==> config.mk <==
export PLATFORM = sky130hd
export DESIGN_NAME = prg_bank_xlat
export DESIGN_NICKNAME = d
export VERILOG_FILES = /design/src/rtl/prg_xlat_pkg.sv /design/src/rtl/prg_win_decode.sv /design/src/rtl/prg_inner_bank.sv /design/src/rtl/prg_rom_select.sv /design/src/rtl/prg_bank_xlat.sv
export SDC_FILE = /design/constraint.sdc
export NUM_CORES = 1
export LEC_CHECK = 0
export BUFFER_PORTS_ARGS = -buffer_cell sky130_fd_sc_hd__buf_2
export CELL_PAD_IN_SITES_DETAIL_PLACEMENT = 1
export CELL_PAD_IN_SITES_GLOBAL_PLACEMENT = 1
export CORE_MARGIN = 8
export CORE_UTILIZATION = 30
export CTS_BUF_LIST = sky130_fd_sc_hd__clkbuf_16
export CTS_CLUSTER_SIZE = 14
export DETAILED_ROUTE_END_ITERATION = 16
export PLACE_DENSITY_LB_ADDON = 0.1
export SLEW_MARGIN = 20
export SYNTH_ARGS = -nofsm -noshare
export SYNTH_HDL_FRONTEND = slang
export SYNTH_HIERARCHICAL = 1
export SYNTH_SLANG_ARGS = --single-unit
==> constraint.sdc <==
create_clock -name clk -period 1.24 [get_ports clk]
set_clock_uncertainty 0.05 [all_clocks]
set_input_delay 0.248 -clock clk [delete_from_list [all_inputs] [get_ports clk]]
set_output_delay 0.248 -clock clk [all_outputs]
set_load 0.005 [all_outputs]
==> src/rtl/prg_xlat_pkg.sv <==
package prg_xlat_pkg;
  // ROM window slot order inside 0x8000..0xFFFF
  typedef enum logic [1:0] {
    SLOT_8000 = 2'd0,
    SLOT_A000 = 2'd1,
    SLOT_C000 = 2'd2,
    SLOT_E000 = 2'd3
  } slot_t;

  localparam logic [2:0] MODE_INNER0 = 3'd0;
  localparam logic [2:0] MODE_HALF   = 3'd3;
  localparam logic [2:0] MODE_FULL   = 3'd4;
  localparam logic [2:0] PAGE_RAM    = 3'd3;
endpackage

==> src/rtl/prg_win_decode.sv <==
module prg_win_decode
  import prg_xlat_pkg::*;
(
  input  logic [2:0] page,
  output logic       is_ram,
  output logic       is_rom,
  output slot_t      slot
);
  always_comb begin
    is_ram = (page == PAGE_RAM);
    is_rom = page[2];
    slot   = slot_t'(page[1:0]);
  end
endmodule

==> src/rtl/prg_inner_bank.sv <==
module prg_inner_bank
  import prg_xlat_pkg::*;
#(
  parameter int REG_W      = 8,
  parameter int INNER_SPAN = 6,
  localparam int BANK_W    = REG_W + 1,
  localparam int SH_W      = $clog2(REG_W + 1)
) (
  input  logic [2:0]        mode,
  input  logic              wiring_alt,
  input  logic [REG_W-1:0]  inner_val,
  input  logic [REG_W-1:0]  outer_val,
  output logic [BANK_W-1:0] bank
);
  localparam logic [REG_W-1:0] ONES = '1;
  localparam logic [SH_W-1:0]  SPAN = SH_W'(INNER_SPAN);

  logic [REG_W-1:0] keep;
  logic [SH_W-1:0]  shamt;

  always_comb begin
    shamt = SPAN - SH_W'(mode[1:0]);
    if (mode[1:0] == 2'd0) begin
      keep = wiring_alt ? (ONES >> 2) : (ONES >> 1);
      bank = {1'b0, inner_val & keep};
    end else begin
      keep = ~(ONES << shamt);
      bank = {1'b0, inner_val & keep} | {outer_val, 1'b0};
    end
  end
endmodule

==> src/rtl/prg_rom_select.sv <==
module prg_rom_select
  import prg_xlat_pkg::*;
#(
  parameter int REG_W      = 8,
  parameter int INNER_SPAN = 6,
  localparam int BANK_W    = REG_W + 1,
  localparam int SLOTS     = 4
) (
  input  logic [2:0]                  mode,
  input  logic                        wiring_alt,
  input  slot_t                       slot,
  input  logic [REG_W-1:0]            outer_val,
  input  logic                        ext_en,
  input  logic [REG_W-1:0]            ext_c,
  input  logic [REG_W-1:0]            ext_e,
  input  logic [SLOTS-1:0][REG_W-1:0] inner_vals,
  output logic [BANK_W-1:0]           bank
);
  logic [SLOTS-1:0][BANK_W-1:0] slot_bank;

  for (genvar s = 0; s < SLOTS; s++) begin : g_slot
    prg_inner_bank #(.REG_W(REG_W), .INNER_SPAN(INNER_SPAN)) u_inner (
      .mode       (mode),
      .wiring_alt (wiring_alt),
      .inner_val  (inner_vals[s]),
      .outer_val  (outer_val),
      .bank       (slot_bank[s])
    );
  end

  always_comb begin
    if (mode == MODE_FULL)
      bank = {outer_val[REG_W-1:1], slot};
    else if (mode == MODE_HALF)
      bank = {outer_val, slot[0]};
    else if (ext_en && slot == SLOT_C000)
      bank = {1'b0, ext_c};
    else if (ext_en && slot == SLOT_E000)
      bank = {1'b0, ext_e};
    else
      bank = slot_bank[slot];
  end
endmodule

==> src/rtl/prg_bank_xlat.sv <==
module prg_bank_xlat
  import prg_xlat_pkg::*;
#(
  parameter int REG_W      = 8,
  parameter int INNER_SPAN = 6,
  parameter int RAM_PG_W   = 2,
  localparam int BANK_W    = REG_W + 1
) (
  input  logic                clk,
  input  logic                rst_n,
  input  logic [2:0]          cpu_page,
  input  logic [2:0]          mode_sel,
  input  logic [REG_W-1:0]    outer_bank,
  input  logic                ext_en,
  input  logic [REG_W-1:0]    ext_bank_c,
  input  logic [REG_W-1:0]    ext_bank_e,
  input  logic [REG_W-1:0]    inner_bank_8,
  input  logic [REG_W-1:0]    inner_bank_a,
  input  logic [REG_W-1:0]    inner_bank_c,
  input  logic [REG_W-1:0]    inner_bank_e,
  input  logic [RAM_PG_W-1:0] ram_page,
  input  logic                wiring_alt,
  output logic [BANK_W-1:0]   bank_out,
  output logic                ram_sel,
  output logic                map_valid
);
  logic        is_ram, is_rom;
  slot_t       slot;
  logic [BANK_W-1:0] rom_bank;
  logic [3:0][REG_W-1:0] inner_vals;

  logic [BANK_W-1:0] bank_d;
  logic              ram_d, valid_d;

  assign inner_vals = {inner_bank_e, inner_bank_c, inner_bank_a, inner_bank_8};

  prg_win_decode u_dec (
    .page   (cpu_page),
    .is_ram (is_ram),
    .is_rom (is_rom),
    .slot   (slot)
  );

  prg_rom_select #(.REG_W(REG_W), .INNER_SPAN(INNER_SPAN)) u_rom (
    .mode       (mode_sel),
    .wiring_alt (wiring_alt),
    .slot       (slot),
    .outer_val  (outer_bank),
    .ext_en     (ext_en),
    .ext_c      (ext_bank_c),
    .ext_e      (ext_bank_e),
    .inner_vals (inner_vals),
    .bank       (rom_bank)
  );

  always_comb begin
    bank_d  = '0;
    ram_d   = 1'b0;
    valid_d = 1'b0;
    if (is_ram) begin
      bank_d  = BANK_W'(ram_page);
      ram_d   = 1'b1;
      valid_d = 1'b1;
    end else if (is_rom) begin
      bank_d  = rom_bank;
      valid_d = 1'b1;
    end
  end

  always_ff @(posedge clk or negedge rst_n) begin
    if (!rst_n) begin
      bank_out  <= '0;
      ram_sel   <= 1'b0;
      map_valid <= 1'b0;
    end else begin
      bank_out  <= bank_d;
      ram_sel   <= ram_d;
      map_valid <= valid_d;
    end
  end
endmodule

==> metrics.md <==
| Metric | Value |
|---|---|
| Status | finished, violations left |
| Failing checks | negative setup slack |
| Slowest CP cell | mux4_2 |
| Largest net degree at the start of global routing | 15 |
| Global-route wire length before repair | 13.02 mm |
| Leakage power total | 1.549 nW |
| Total gr overflow | 0 |
| Post-layout minimum cycle time | 1767 ps |
| Transition time of the tightest slew-check pin | 288.2 ps |
| Gr usage total | 18.47% |
| Worst Path Buf+Inv | 3 |
| Final setup violation count | 9 |
| Critical path depth | 9 |
| Core area | 5921 um^2 |
| Post-synth design cell area | 1841 um^2 |
| Max-cap violations | 0 |
| Asr flop ratio synth | 100.0% |
| Logic pwr share | 50.5% |
| Largest stage delay on the critical path | 520 ps |
| Avg Inst Size Synth | 7.865 um^2 |
| Worst Path Required | 1310 ps |
| Htree depth | 1 |
| Cell family with most CP delay | compound AO/OA/AOI/OAI gates |
| RePlAce Congestion | 0.8166 |
| Synth area leader | dfrtp_1 |
| Internal Power | 0.001346 W |
| Ant. Diodes | 0 |
| # rows | 28 |
| Clock root buffer | clkbuf_16 |
| Die height | 94.33 um |
| CTS Sinks | 11 |
| Fin. Hold Viols | 0 |
| Synth top cells by count | 20 x ha_1, 19 x nor2_1, 18 x inv_1, 17 x a22o_1 |
| Drt wl/cell | 18.21 um |
| Most common cell in the synthesized netlist | ha_1 |
| Detail Route Antenna Nets | 0 |
| Final critical-path share of the clock period | 142.5% |
| Setup CP Type | primary input to flip-flop |
| Post-Syn Instances | 234 |
| Syn Nets | 322 |
| Seq pwr share | 20.4% |
| Layout net count | 453 |
| Main flop type after synthesis | dfrtp_1 |
| Antenna violations before repair | 0 |
| Io pins | 79 |
| Fmax achieved | 566.1 MHz |
| Die ar. | 8897 um^2 |
| Layout area overhead | 72.13% |
| Via count | 2,207 |
| CTS tree | yes |
| Post-synthesis register bit count | 11 |
| Die width | 94.33 um |
| Fill count | 728 |
| Ratio of cells with drive above 1 in the final layout | 51.10% |
| Clk pwr share | 29.0% |
| HP Class | primary input to flip-flop |
| Starting Density | 31.09% |
| CP arrival | 1830 ps |
| Synth unique cells | 41 |
| Initial drt markers | 71 |
| Crit-path cells | buf_16 -> inv_2 -> buf_4 -> ha_2 -> a31oi_2 -> mux4_2 -> a21oi_2 -> o22ai_1 -> a22o_1 |
| VDD IR max | 0.5932 mV |
| CTS buffer count | 3 |
| Drt pass-1 iters | 4 |
| Crit path capture | bank_out[0] |
| Port Buffers | 74 |
| DRC viols | 0 |
| Post-Route WL | 7.992 mm |
| Slew Viols, Final | 0 |
| Post-Place Cell Area | 2811 um^2 |
| Hold Slack | 172.6 ps |
| Worst-path fanout max | 7 |
| NetSw | 0.0006044 W |
| Sequential share of the synthesized area | 14.96% |
| DR vias/cell | 5.027 |
| EDFF count, synth | 0 |
| Final worst slack | -526.5 ps |
| Worst-path clk slew | 40 ps |
| Worst setup EP type | flip-flop |
| WHS Path Cells | 3 |
| CP Launch Type | primary input |
| Slew Limit Headroom | 80.75% |
| HPWL Detailed | 6.609 mm |
| Power per cell area | 615.5 nW/um^2 |
| Worst setup path start | mode_sel[0] |
| Switching share of power | 31.00% |
| Top cell type's share of synthesized area | 14.96% |
| Synth area leaders | dfrtp_1 15%, ha_1 14%, a22o_1 8.1%, nor2b_1 4.4%, nand2b_1 4.1% |
| Max clock buf depth | 2 |
| Finished Cell Area | 3168 um^2 |
| Vias in the first global route | 2,562 |
| Yosys warning count | 6 |
| RSZ-0062 raised after global routing | true |
cells in the final DEF (no fill, tap or decap), types with 9 or more instances in the layout:
cell,n
buf_2,72
buf_4,50
a22o_1,17
nor2_1,17
nor2b_1,13
o21ai_1,13
nand2_1,12
inv_1,12
nand2b_1,12
dfrtp_1,11
ha_1,10
and2_1,9
nand3b_1,9
sequential cells by signal, summed over array words and instances, names as in the netlist:
name / count
bank_out: 9
map_valid: 1
ram_sel: 1
logic make-up (layout without fill, tap and decap cells):
kind of cell             after synthesis  count (layout)  synth area share [%]
multiplexers                           8               8                 6.390
buffers and inverters                 35             165                 9.721
AND/OR/NAND/NOR                       92              92                 29.37
adder cells (fa/ha/maj)               20              20                 13.60
AO/OA/AOI/OAI                         68              68                 25.97
flip-flops                            11              11                 14.96
power by group through the flow:
stage	sequential (W)	combinational, W	clock (W)
3_5_place_dp	0.000404	0.000878	0
4_1_cts	0.000399	0.000964	0.000578
3_3_place_gp	0.000403	0.000861	0
6_report	0.000399	0.000986	0.000566
2_1_floorplan	0.000409	0.000432	0
5_1_grt	0.000403	0.00107	0.000601
stage by stage:
| stage | worst slack (ps) | TNS (ps) | util (%) | std cells | power, W |
|---|---|---|---|---|---|
| 2_1_floorplan | -605.2 | -3111 | - | 234 | 0.0008411 |
| 3_3_place_gp | -1053 | -8661 | 47.49 | 431 | 0.001264 |
| 3_5_place_dp | -1130 | -9112 | 47.49 | 431 | 0.001282 |
| 4_1_cts | -523.1 | -3814 | 52.66 | 438 | 0.001941 |
| 5_1_grt | -597.6 | -4470 | 53.51 | 439 | 0.002074 |
| 6_report | -526.5 | -3726 | 53.51 | 439 | 0.001950 |
what timing repair did:
item                       CTS  global route
hold endpoints to repair    11             0
setup buffers                1             1
setup endpoints to repair    9             9
hold buffers                 1             0
gates resized for setup     40            15
cloned                       2             0
pin swaps                   17            10
layer usage:
layer  track usage [%]  share of wire [%]
met2             33.37                 52
met3             2.718                5.1
met5                 0                  0
met1             22.57                 42
met4             3.303               0.50
worst min-delay path by stage:
stage | startpoint | to
after global routing | ram_page[1] | bank_out[1]
after floorplan | rst_n | bank_out[0]
final | ram_page[1] | bank_out[1]
after detailed placement | rst_n | bank_out[8]
after CTS | ram_page[1] | bank_out[1]
after global placement | rst_n | bank_out[7]
cell type report:
| type | instances | area [um^2] | share of cell area, % |
|---|---|---|---|
| multi-input combinational | 188 | 1570 | 49.57 |
| clock inverter | 1 | 3.754 | 0.1185 |
| sequential | 11 | 275.3 | 8.689 |
| clock buffer | 3 | 75.07 | 2.370 |
| timing repair buffer | 139 | 1025 | 32.35 |
| tap | 75 | 93.84 | 2.962 |
| inverter | 22 | 125.1 | 3.949 |
No activity file was read; power rests on OpenSTA's default activity.
